<file path="src/rtl/dwx_pkg.sv">
package dwx_pkg;
  typedef enum logic [1:0] {
    TGT_DRAM = 2'd0,
    TGT_IO   = 2'd1,
    TGT_IMEM = 2'd2,
    TGT_UMEM = 2'd3
  } tgt_e;
endpackage

</file>
<file path="src/rtl/dwx_map_reg.sv">
module dwx_map_reg #(
  parameter int MAP_W = 16
) (
  input  logic             clk_i,
  input  logic             rst_ni,
  input  logic             we_i,
  input  logic [MAP_W-1:0] wdata_i,
  output logic [MAP_W-1:0] map_o
);
  logic [MAP_W-1:0] map_q;

  always_ff @(posedge clk_i or negedge rst_ni) begin
    if (!rst_ni)   map_q <= '0;
    else if (we_i) map_q <= wdata_i;
  end

  assign map_o = map_q;

  assert_map_hold_R9: assert property (@(posedge clk_i) disable iff (!rst_ni)
    !we_i |=> $stable(map_q));
  assert_map_load_R9: assert property (@(posedge clk_i) disable iff (!rst_ni)
    we_i |=> map_q == $past(wdata_i));
endmodule

</file>
<file path="src/rtl/dwx_decode.sv">
module dwx_decode
  import dwx_pkg::*;
#(
  parameter int ADDR_W       = 16,
  parameter int MAP_W        = 16,
  parameter int IBANK_W      = 4,
  parameter int SUB_W        = 3,
  parameter int SEG_W        = 7,
  parameter int IMEM_SEL_BIT = 12,
  parameter logic [ADDR_W-1:0] IO_OK_LO = 16'hFF00,
  parameter logic [ADDR_W-1:0] IO_OK_HI = 16'hFF0F,
  localparam int WIN_BITS = ADDR_W - 2,
  localparam int SEG_CNT  = 1 << SEG_W,
  localparam int OFF_W    = WIN_BITS + IBANK_W
) (
  input  logic [ADDR_W-1:0]  addr_i,
  input  logic [MAP_W-1:0]   map_i,
  input  logic [SEG_CNT-1:0] seg_present_i,
  output tgt_e               tgt_o,
  output logic [OFF_W-1:0]   off_o,
  output logic [SEG_W-1:0]   seg_o,
  output logic               warn_o,
  output logic               fault_o
);
  logic [SEG_W-1:0] map_seg;
  assign map_seg = map_i[SUB_W +: SEG_W];

  always_comb begin
    tgt_o   = TGT_DRAM;
    off_o   = OFF_W'(addr_i);
    seg_o   = '0;
    warn_o  = 1'b0;
    fault_o = 1'b0;
    case (addr_i[ADDR_W-1 -: 2])
      2'b11: begin
        tgt_o  = TGT_IO;
        warn_o = (addr_i < IO_OK_LO) || (addr_i > IO_OK_HI);
      end
      2'b10: begin
        if (map_i[IMEM_SEL_BIT]) begin
          tgt_o = TGT_IMEM;
          off_o = OFF_W'({map_i[IBANK_W-1:0], addr_i[WIN_BITS-1:0]});
        end else begin
          tgt_o   = TGT_UMEM;
          seg_o   = map_seg;
          off_o   = OFF_W'({map_i[SUB_W-1:0], addr_i[WIN_BITS-1:0]});
          fault_o = !seg_present_i[map_seg];
        end
      end
      default: ;
    endcase
  end
endmodule

</file>
<file path="src/rtl/dwx_out_reg.sv">
module dwx_out_reg
  import dwx_pkg::*;
#(
  parameter int OFF_W = 18,
  parameter int SEG_W = 7
) (
  input  logic             clk_i,
  input  logic             rst_ni,
  input  logic             valid_i,
  input  tgt_e             tgt_i,
  input  logic [OFF_W-1:0] off_i,
  input  logic [SEG_W-1:0] seg_i,
  input  logic             warn_i,
  input  logic             fault_i,
  output logic             valid_o,
  output logic [1:0]       tgt_o,
  output logic [OFF_W-1:0] off_o,
  output logic [SEG_W-1:0] seg_o,
  output logic             warn_o,
  output logic             fault_o
);
  tgt_e             tgt_q;
  logic [OFF_W-1:0] off_q;
  logic [SEG_W-1:0] seg_q;
  logic             valid_q, warn_q, fault_q;

  always_ff @(posedge clk_i or negedge rst_ni) begin
    if (!rst_ni) begin
      valid_q <= 1'b0;
      warn_q  <= 1'b0;
      fault_q <= 1'b0;
      tgt_q   <= TGT_DRAM;
      off_q   <= '0;
      seg_q   <= '0;
    end else begin
      valid_q <= valid_i;
      warn_q  <= valid_i & warn_i;
      fault_q <= valid_i & fault_i;
      if (valid_i) begin
        tgt_q <= tgt_i;
        off_q <= off_i;
        seg_q <= seg_i;
      end
    end
  end

  assign valid_o = valid_q;
  assign tgt_o   = tgt_q;
  assign off_o   = off_q;
  assign seg_o   = seg_q;
  assign warn_o  = warn_q;
  assign fault_o = fault_q;

  assert_latency_R8: assert property (@(posedge clk_i) disable iff (!rst_ni)
    valid_i |=> valid_o);
  assert_idle_quiet_R8: assert property (@(posedge clk_i) disable iff (!rst_ni)
    !valid_i |=> !valid_o && !warn_o && !fault_o);
  assert_fault_unified_R7: assert property (@(posedge clk_i) disable iff (!rst_ni)
    fault_o |-> valid_o && tgt_o == 2'd3);
  assert_warn_io_R4: assert property (@(posedge clk_i) disable iff (!rst_ni)
    warn_o |-> valid_o && tgt_o == 2'd1);
endmodule

</file>
<file path="src/rtl/data_window_xlate.sv">
module data_window_xlate
  import dwx_pkg::*;
#(
  parameter int ADDR_W       = 16,
  parameter int MAP_W        = 16,
  parameter int IBANK_W      = 4,
  parameter int SUB_W        = 3,
  parameter int SEG_W        = 7,
  parameter int IMEM_SEL_BIT = 12,
  localparam int WIN_BITS = ADDR_W - 2,
  localparam int SEG_CNT  = 1 << SEG_W,
  localparam int OFF_W    = WIN_BITS + IBANK_W
) (
  input  logic               clk_i,
  input  logic               rst_ni,
  input  logic               valid_i,
  input  logic [ADDR_W-1:0]  addr_i,
  input  logic               map_we_i,
  input  logic [MAP_W-1:0]   map_wdata_i,
  input  logic [SEG_CNT-1:0] seg_present_i,
  output logic               valid_o,
  output logic [1:0]         target_o,
  output logic [SEG_W-1:0]   seg_o,
  output logic [OFF_W-1:0]   offset_o,
  output logic               io_warn_o,
  output logic               fault_o
);
  logic [MAP_W-1:0] map_q;
  tgt_e             d_tgt;
  logic [OFF_W-1:0] d_off;
  logic [SEG_W-1:0] d_seg;
  logic             d_warn, d_fault;

  dwx_map_reg #(.MAP_W(MAP_W)) u_map (
    .clk_i  (clk_i),
    .rst_ni (rst_ni),
    .we_i   (map_we_i),
    .wdata_i(map_wdata_i),
    .map_o  (map_q)
  );

  dwx_decode #(
    .ADDR_W      (ADDR_W),
    .MAP_W       (MAP_W),
    .IBANK_W     (IBANK_W),
    .SUB_W       (SUB_W),
    .SEG_W       (SEG_W),
    .IMEM_SEL_BIT(IMEM_SEL_BIT)
  ) u_dec (
    .addr_i       (addr_i),
    .map_i        (map_q),
    .seg_present_i(seg_present_i),
    .tgt_o        (d_tgt),
    .off_o        (d_off),
    .seg_o        (d_seg),
    .warn_o       (d_warn),
    .fault_o      (d_fault)
  );

  dwx_out_reg #(.OFF_W(OFF_W), .SEG_W(SEG_W)) u_out (
    .clk_i  (clk_i),
    .rst_ni (rst_ni),
    .valid_i(valid_i),
    .tgt_i  (d_tgt),
    .off_i  (d_off),
    .seg_i  (d_seg),
    .warn_i (d_warn),
    .fault_i(d_fault),
    .valid_o(valid_o),
    .tgt_o  (target_o),
    .off_o  (offset_o),
    .seg_o  (seg_o),
    .warn_o (io_warn_o),
    .fault_o(fault_o)
  );

  assert_low_half_R2: assert property (@(posedge clk_i) disable iff (!rst_ni)
    valid_i && !addr_i[ADDR_W-1] |=>
      target_o == 2'd0 && offset_o == OFF_W'($past(addr_i)) && seg_o == '0 && !fault_o);
  assert_top_quarter_R3: assert property (@(posedge clk_i) disable iff (!rst_ni)
    valid_i && addr_i[ADDR_W-1 -: 2] == 2'b11 |=>
      target_o == 2'd1 && offset_o == OFF_W'($past(addr_i)));
endmodule

</file>
<file path="config.mk">
export PLATFORM = sky130hd
export DESIGN_NAME = data_window_xlate
export DESIGN_NICKNAME = d
export VERILOG_FILES = /design/src/rtl/dwx_pkg.sv /design/src/rtl/dwx_map_reg.sv /design/src/rtl/dwx_decode.sv /design/src/rtl/dwx_out_reg.sv /design/src/rtl/data_window_xlate.sv
export SDC_FILE = /design/constraint.sdc
export NUM_CORES = 1
export LEC_CHECK = 0
export ABC_AREA = 1
export BUFFER_PORTS_ARGS = -buffer_cell sky130_fd_sc_hd__buf_2
export CORE_AREA = 4 4 88 90
export CTS_CLUSTER_DIAMETER = 200
export CTS_CLUSTER_SIZE = 20
export DETAILED_ROUTE_END_ITERATION = 16
export DIE_AREA = 0 0 92 94
export PLACE_DENSITY_LB_ADDON = 0.15
export SYNTH_ARGS = -nofsm -noshare
export SYNTH_HDL_FRONTEND = slang
export SYNTH_SLANG_ARGS = --single-unit
</file>
<file path="constraint.sdc">
create_clock -name clk_i -period 1.8 [get_ports clk_i]
set_input_delay 0.09 -clock clk_i [delete_from_list [all_inputs] [get_ports clk_i]]
set_output_delay 0.09 -clock clk_i [all_outputs]
set_load 0.005 [all_outputs]
</file>
---- Word-level counts from Yosys, hierarchy flattened ----
Cells that the tools add are included.
operators by class
  $lt $le $gt $ge ......................... 3
  bitwise operators ....................... 2
  equality and inequality tests ........... 2
  muxes and demuxes ....................... 11
  reduce and logical (&&, ||, !) cells .... 2
operator list
  cell                  count
  $mux 18               2
  $gt 16x16->1 const B  1
  $lt 16x16->1 const B  1
  $mux 7                2
  $lt 7x8->1 const B    1
  $bmux 1 s7            1
  $mux 1                5
  $eq 2x2->1 const B    2
  $pmux 2 s2            1
  $and 1x1->1           2
  $logic_not 1->1       1
  $logic_or 1x1->1      1
storage, ports and cells
  flip-flop bits (word level) ............. 43
  word-level logic and storage cells ...... 27
  output and inout bits ................... 30
  bits of input ports ..................... 164

---- Longest topological paths before layout ----
  depth in word-level cells ............... 6
  depth in mapped cells ................... 12
  gate-level depth less buffers ........... 10

---- Hierarchy ----
From an unflattened synthesis, not the netlist that was laid out.
second synthesis, totals
  cell total of the unflattened synthesis .. 532
  area, all modules ....................... 3320.7 um2
by module, submodules not included
  module       cells an instance  instances  area an instance (um2)  seq. area each (um2)
  dwx_decode   343                1          1560.2                  0.0
  dwx_out_reg  121                1          1116.1                  750.7
  dwx_map_reg  68                 1          644.4                   400.4

---- Least setup slack after synthesis ----
Ideal clock, no wire load.
  path kind ............................... register to register
  start point ............................. reg u_map.map_q[3] (netlist: u_map.map_o[3])
  end point ............................... reg u_out.fault_q (netlist: u_out.fault_o)
  slack ................................... 0.439 ns
  arrival time ............................ 1.243 ns
  buffers on the path ..................... 1
  clock period less this slack ............ 1.361 ns
  stages on the path, launching flop included .. 12
  required time ........................... 1.683 ns
  library setup time ...................... 0.117 ns
  cells stage by stage .................... dfrtp_1 inv_2 clkbuf_1 nand2_1 nand3_1 nand3_1 nand2_1 nand2_1 nand3_1 nand3_1 nand3_1 nand2_1
on the way
  word-level cells in the longest chain between the ends .. 6
RTL lines
  element                       RTL line           text
  start: declaration            dwx_map_reg.sv:10  logic [MAP_W-1:0] map_q;
  start signal: assignment      dwx_map_reg.sv:14  else if (we_i) map_q <= wdata_i;
  $bmux 1 s7                    dwx_decode.sv:47   fault_o = !seg_present_i[map_seg];
  $mux 1 (implied by the code)  dwx_decode.sv:47
  $logic_not 1->1               dwx_decode.sv:47
  $mux 1                        dwx_decode.sv:40   if (map_i[IMEM_SEL_BIT]) begin
  $mux 1                        dwx_decode.sv:34   case (addr_i[ADDR_W-1 -: 2])
  $and 1x1->1                   dwx_out_reg.sv:38  fault_q <= valid_i & fault_i;
  end signal: assignment        dwx_out_reg.sv:38
  end: declaration              dwx_out_reg.sv:25  logic valid_q, warn_q, fault_q;
Every way passes these cells. The select of a mux whose other input is x is not followed.
A chain may end at the register's enable or synchronous reset.

---- Worst setup path after layout ----
Same ends and word-level chain as after synthesis.

==> results.py <==
metrics = {
    "run_status": {
        "status": "complete, no violations",
    },
    "finish": {
        "layout_common_cells": "230 x nand2_1, 188 x buf_2, 110 x nand3_1, 40 x dfrtp_1, 20 x o21ai_0",
        "syn_to_final_growth_pct": 41.5,
        "fin_util_pct": 56.7,
        "nets": 803,
        "multi_input_comb_area_um2": 1590,
        "diodes": 0,
        "n_fill_cell": 744,
        "final_common_cell": "nand2_1",
        "drive_gt1_share_pct": 33.0,
        "regArea_um2": 1030,
        "finalNonFillerCells": 739,
        "final_area_um2": 4000,
    },
    "die": {
        "die_w_um": 92,
        "die_area_um2": 8650,
        "ioPinCount": 194,
        "start_util_pct": 40.1,
        "floorplan.rows": 31,
        "coreArea_um2": 7060,
        "die_y_um": 94,
    },
    "sta": {
        "hold_viol_final": 0,
        "fin_ws_ns": 0.249,
        "min_period_over_period_pct": 86.2,
        "report.final.slew_viol_count": 0,
        "tightest_slew_ns": 0.623,
        "clock_skew_ns": 0.0123,
        "rsz0062_at_grt": "no",
        "max_freq_mhz": 645,
        "max_slew_margin_pct": 58.5,
        "min_period_ns": 1.55,
        "setup_viol": 0,
        "finalSetupTns_ns": 0,
    },
    "clock_tree": {
        "path_clk_slew_ns": 0.08,
        "cts_tree": "yes",
        "cts_buffers": 5,
        "htreeDepth": 2,
        "clock_latency_ns": 0.29,
        "cts-root-buf": "clkbuf_8",
        "cts_sinks": 41,
        "postCtsSetupBuffers": 0,
        "clk_path_buf_depth": 2,
    },
    "global_routing": {
        "first_global_vias": 3390,
        "grt_overflow": 0,
        "grt_pass1_wl_um": 15400,
        "antenna_found_initial": 0,
        "grt_max_degree": 66,
        "gr-usage-all-layers_pct": 22.0,
    },
    "pwr": {
        "vdd_drop_max_uv": 382,
        "power_leakage_nw": 2.29,
        "pwr_density_cell_nw_per_um2": 618,
    },
    "logic_synthesis": {
        "synth-xor-area-share_pct": 0,
        "synth_compound_area_share_pct": 4.38,
        "synthMuxAreaShare_pct": 0.796,
        "yosys.area_share.adder_pct": 0,
        "avgSynthCellArea_um2": 6.20,
        "synth_edf_count": 0,
        "synth_cells": 456,
        "synth_top_cell_by_area": "dfrtp_1",
        "synth_top_family_by_area": "simple AND/OR/NAND/NOR gates",
        "yosys-top-cells-area": "dfrtp_1 36%, nand2_1 31%, nand3_1 19%, o21ai_0 3.5%, buf_2 2.5%",
        "ys_types": 17,
        "synth-async-reset-ratio_pct": 100,
        "ys_seq_area_share_pct": 36.3,
        "synth_seq_cells": 41,
        "syn_nets": 620,
        "synth_area_um2": 2830,
        "yosys.area_share.simple_pct": 51.0,
        "yosys_warnings": 0,
        "synthFlopType": "dfrtp_1",
        "netlist.area_leader.share_pct": 36.3,
    },
    "critical_path": {
        "crit_type": "reg2reg",
        "cp_data_arrival_time_ns": 1.74,
        "cp-start-kind": "register",
        "path_max_fanout": 55,
        "worstPathRequired_ns": 1.99,
        "cp-end-kind": "register",
    },
    "hold_path": {
        "worstHoldPathType": "in2reg",
    },
    "placement": {
        "post-place-cells": 722,
        "post-place-ws_ns": 0.239,
        "dpl_cell_area_um2": 3830,
        "gp_congestion": 0.785,
        "port_buffers": 188,
        "dp_hpwl_um": 7200,
    },
    "detailed_routing": {
        "via_per_inst": 4.72,
        "via_count": 3485,
        "ant_nets": 0,
        "drtIter0Drc": 152,
        "routed_wl_um": 9580,
        "drc": 0,
        "post_drt_wl_per_cell_um": 13.0,
        "drtPass1Iterations": 4,
    },
    "run": {
        "drv_cap": 0,
    },
}
[state kept, by name (all words and copies together), names as in the netlist]
register and flops:
u_out.off_o 18, u_map.map_o 11, u_out.valid_o 1, u_out.tgt_o 2, u_out.fault_o 1, u_out.warn_o 1, u_out.seg_o 7
[layout make-up]
type | count | share of cell area [%]
multi-input combinational | 372 | 39.7
timing repair buffer | 207 | 28.3
sequential | 41 | 25.7
tap | 99 | 3.09
clock buffer | 5 | 1.72
inverter | 12 | 1.13
clock inverter | 3 | 0.438
[where the power goes]
group	internal [mW]	leakage [nW]	total, mW	switching, mW
registers	0.992	0.514	1.03	0.0431
clock network	0.268	0.0439	0.593	0.325
logic	0.376	1.73	0.845	0.469
[path summary, 6_finish.rpt]
| kind | start | to | slack [ns] | depth (start not counted) |
|---|---|---|---|---|
| hold reg to reg | u_out.off_o[7] | u_out.off_o[7] | 0.47 | 2 |
| setup / recovery | u_map.map_o[3] | u_out.fault_o | 0.25 | 11 |
| min in group asynchronous | rst_ni | u_out.off_o[2] | 0.34 | 2 |
| setup reg to reg | u_map.map_o[3] | u_out.fault_o | 0.25 | 11 |
| max in group asynchronous | rst_ni | u_map.map_o[8] | 0.80 | 3 |
| hold / removal | addr_i[9] | u_out.off_o[9] | 0.004 | 3 |
[synthesized netlist by cell type, types with 2 or more instances]
cell / count
nand2_1: 230
nand3_1: 110
dfrtp_1: 41
o21ai_0: 20
buf_2: 14
clkbuf_1: 9
buf_4: 7
inv_1: 7
nor2_1: 6
clkinv_1: 3
inv_2: 2
mux2_2: 2
[metal layers]
| metal | part of all wire (%) | wire, um | global-route usage (%) |
|---|---|---|---|
| met1 | 41 | 3960 | 27.7 |
| met2 | 52 | 4950 | 39.4 |
| met3 | 6.2 | 598 | 4.41 |
| met4 | 0.83 | 80 | 3.96 |
| met5 | 0 | 0 | 0 |
[through the flow]
stage          total power, mW  hold WS [ns]
2_1_floorplan             1.54        -0.206
3_3_place_gp              1.87         0.125
3_5_place_dp              1.89         0.142
4_1_cts                   2.50       0.00145
5_1_grt                   2.66       0.00154
6_report                  2.47       0.00425
[worst max-delay path: stages, from the launching register on]
cell and delay [ns]:
dfrtp_2 0.43, inv_2 0.08, buf_12 0.22, nand2_1 0.08, nand3_1 0.07, nand3_1 0.10, nand2_1 0.09, nand2_1 0.05
nand3_1 0.08, nand3_1 0.08, nand3_1 0.09, nand2_1 0.06
[kinds of logic (layout without fill, tap and decap cells)]
kind of cell	count (synthesis)	count (layout)
multiplexers	2	2
AO/OA/AOI/OAI	23	23
buffers and inverters	43	227
AND/OR/NAND/NOR	347	347
flip-flops	41	41
[timing repair]
item / CTS / global route
hold buffers: 9 / 0
resized for setup: 0 / 0
endpoints found under the hold margin: 35 / 0
Note: power is estimated with default switching activity, not from simulation.
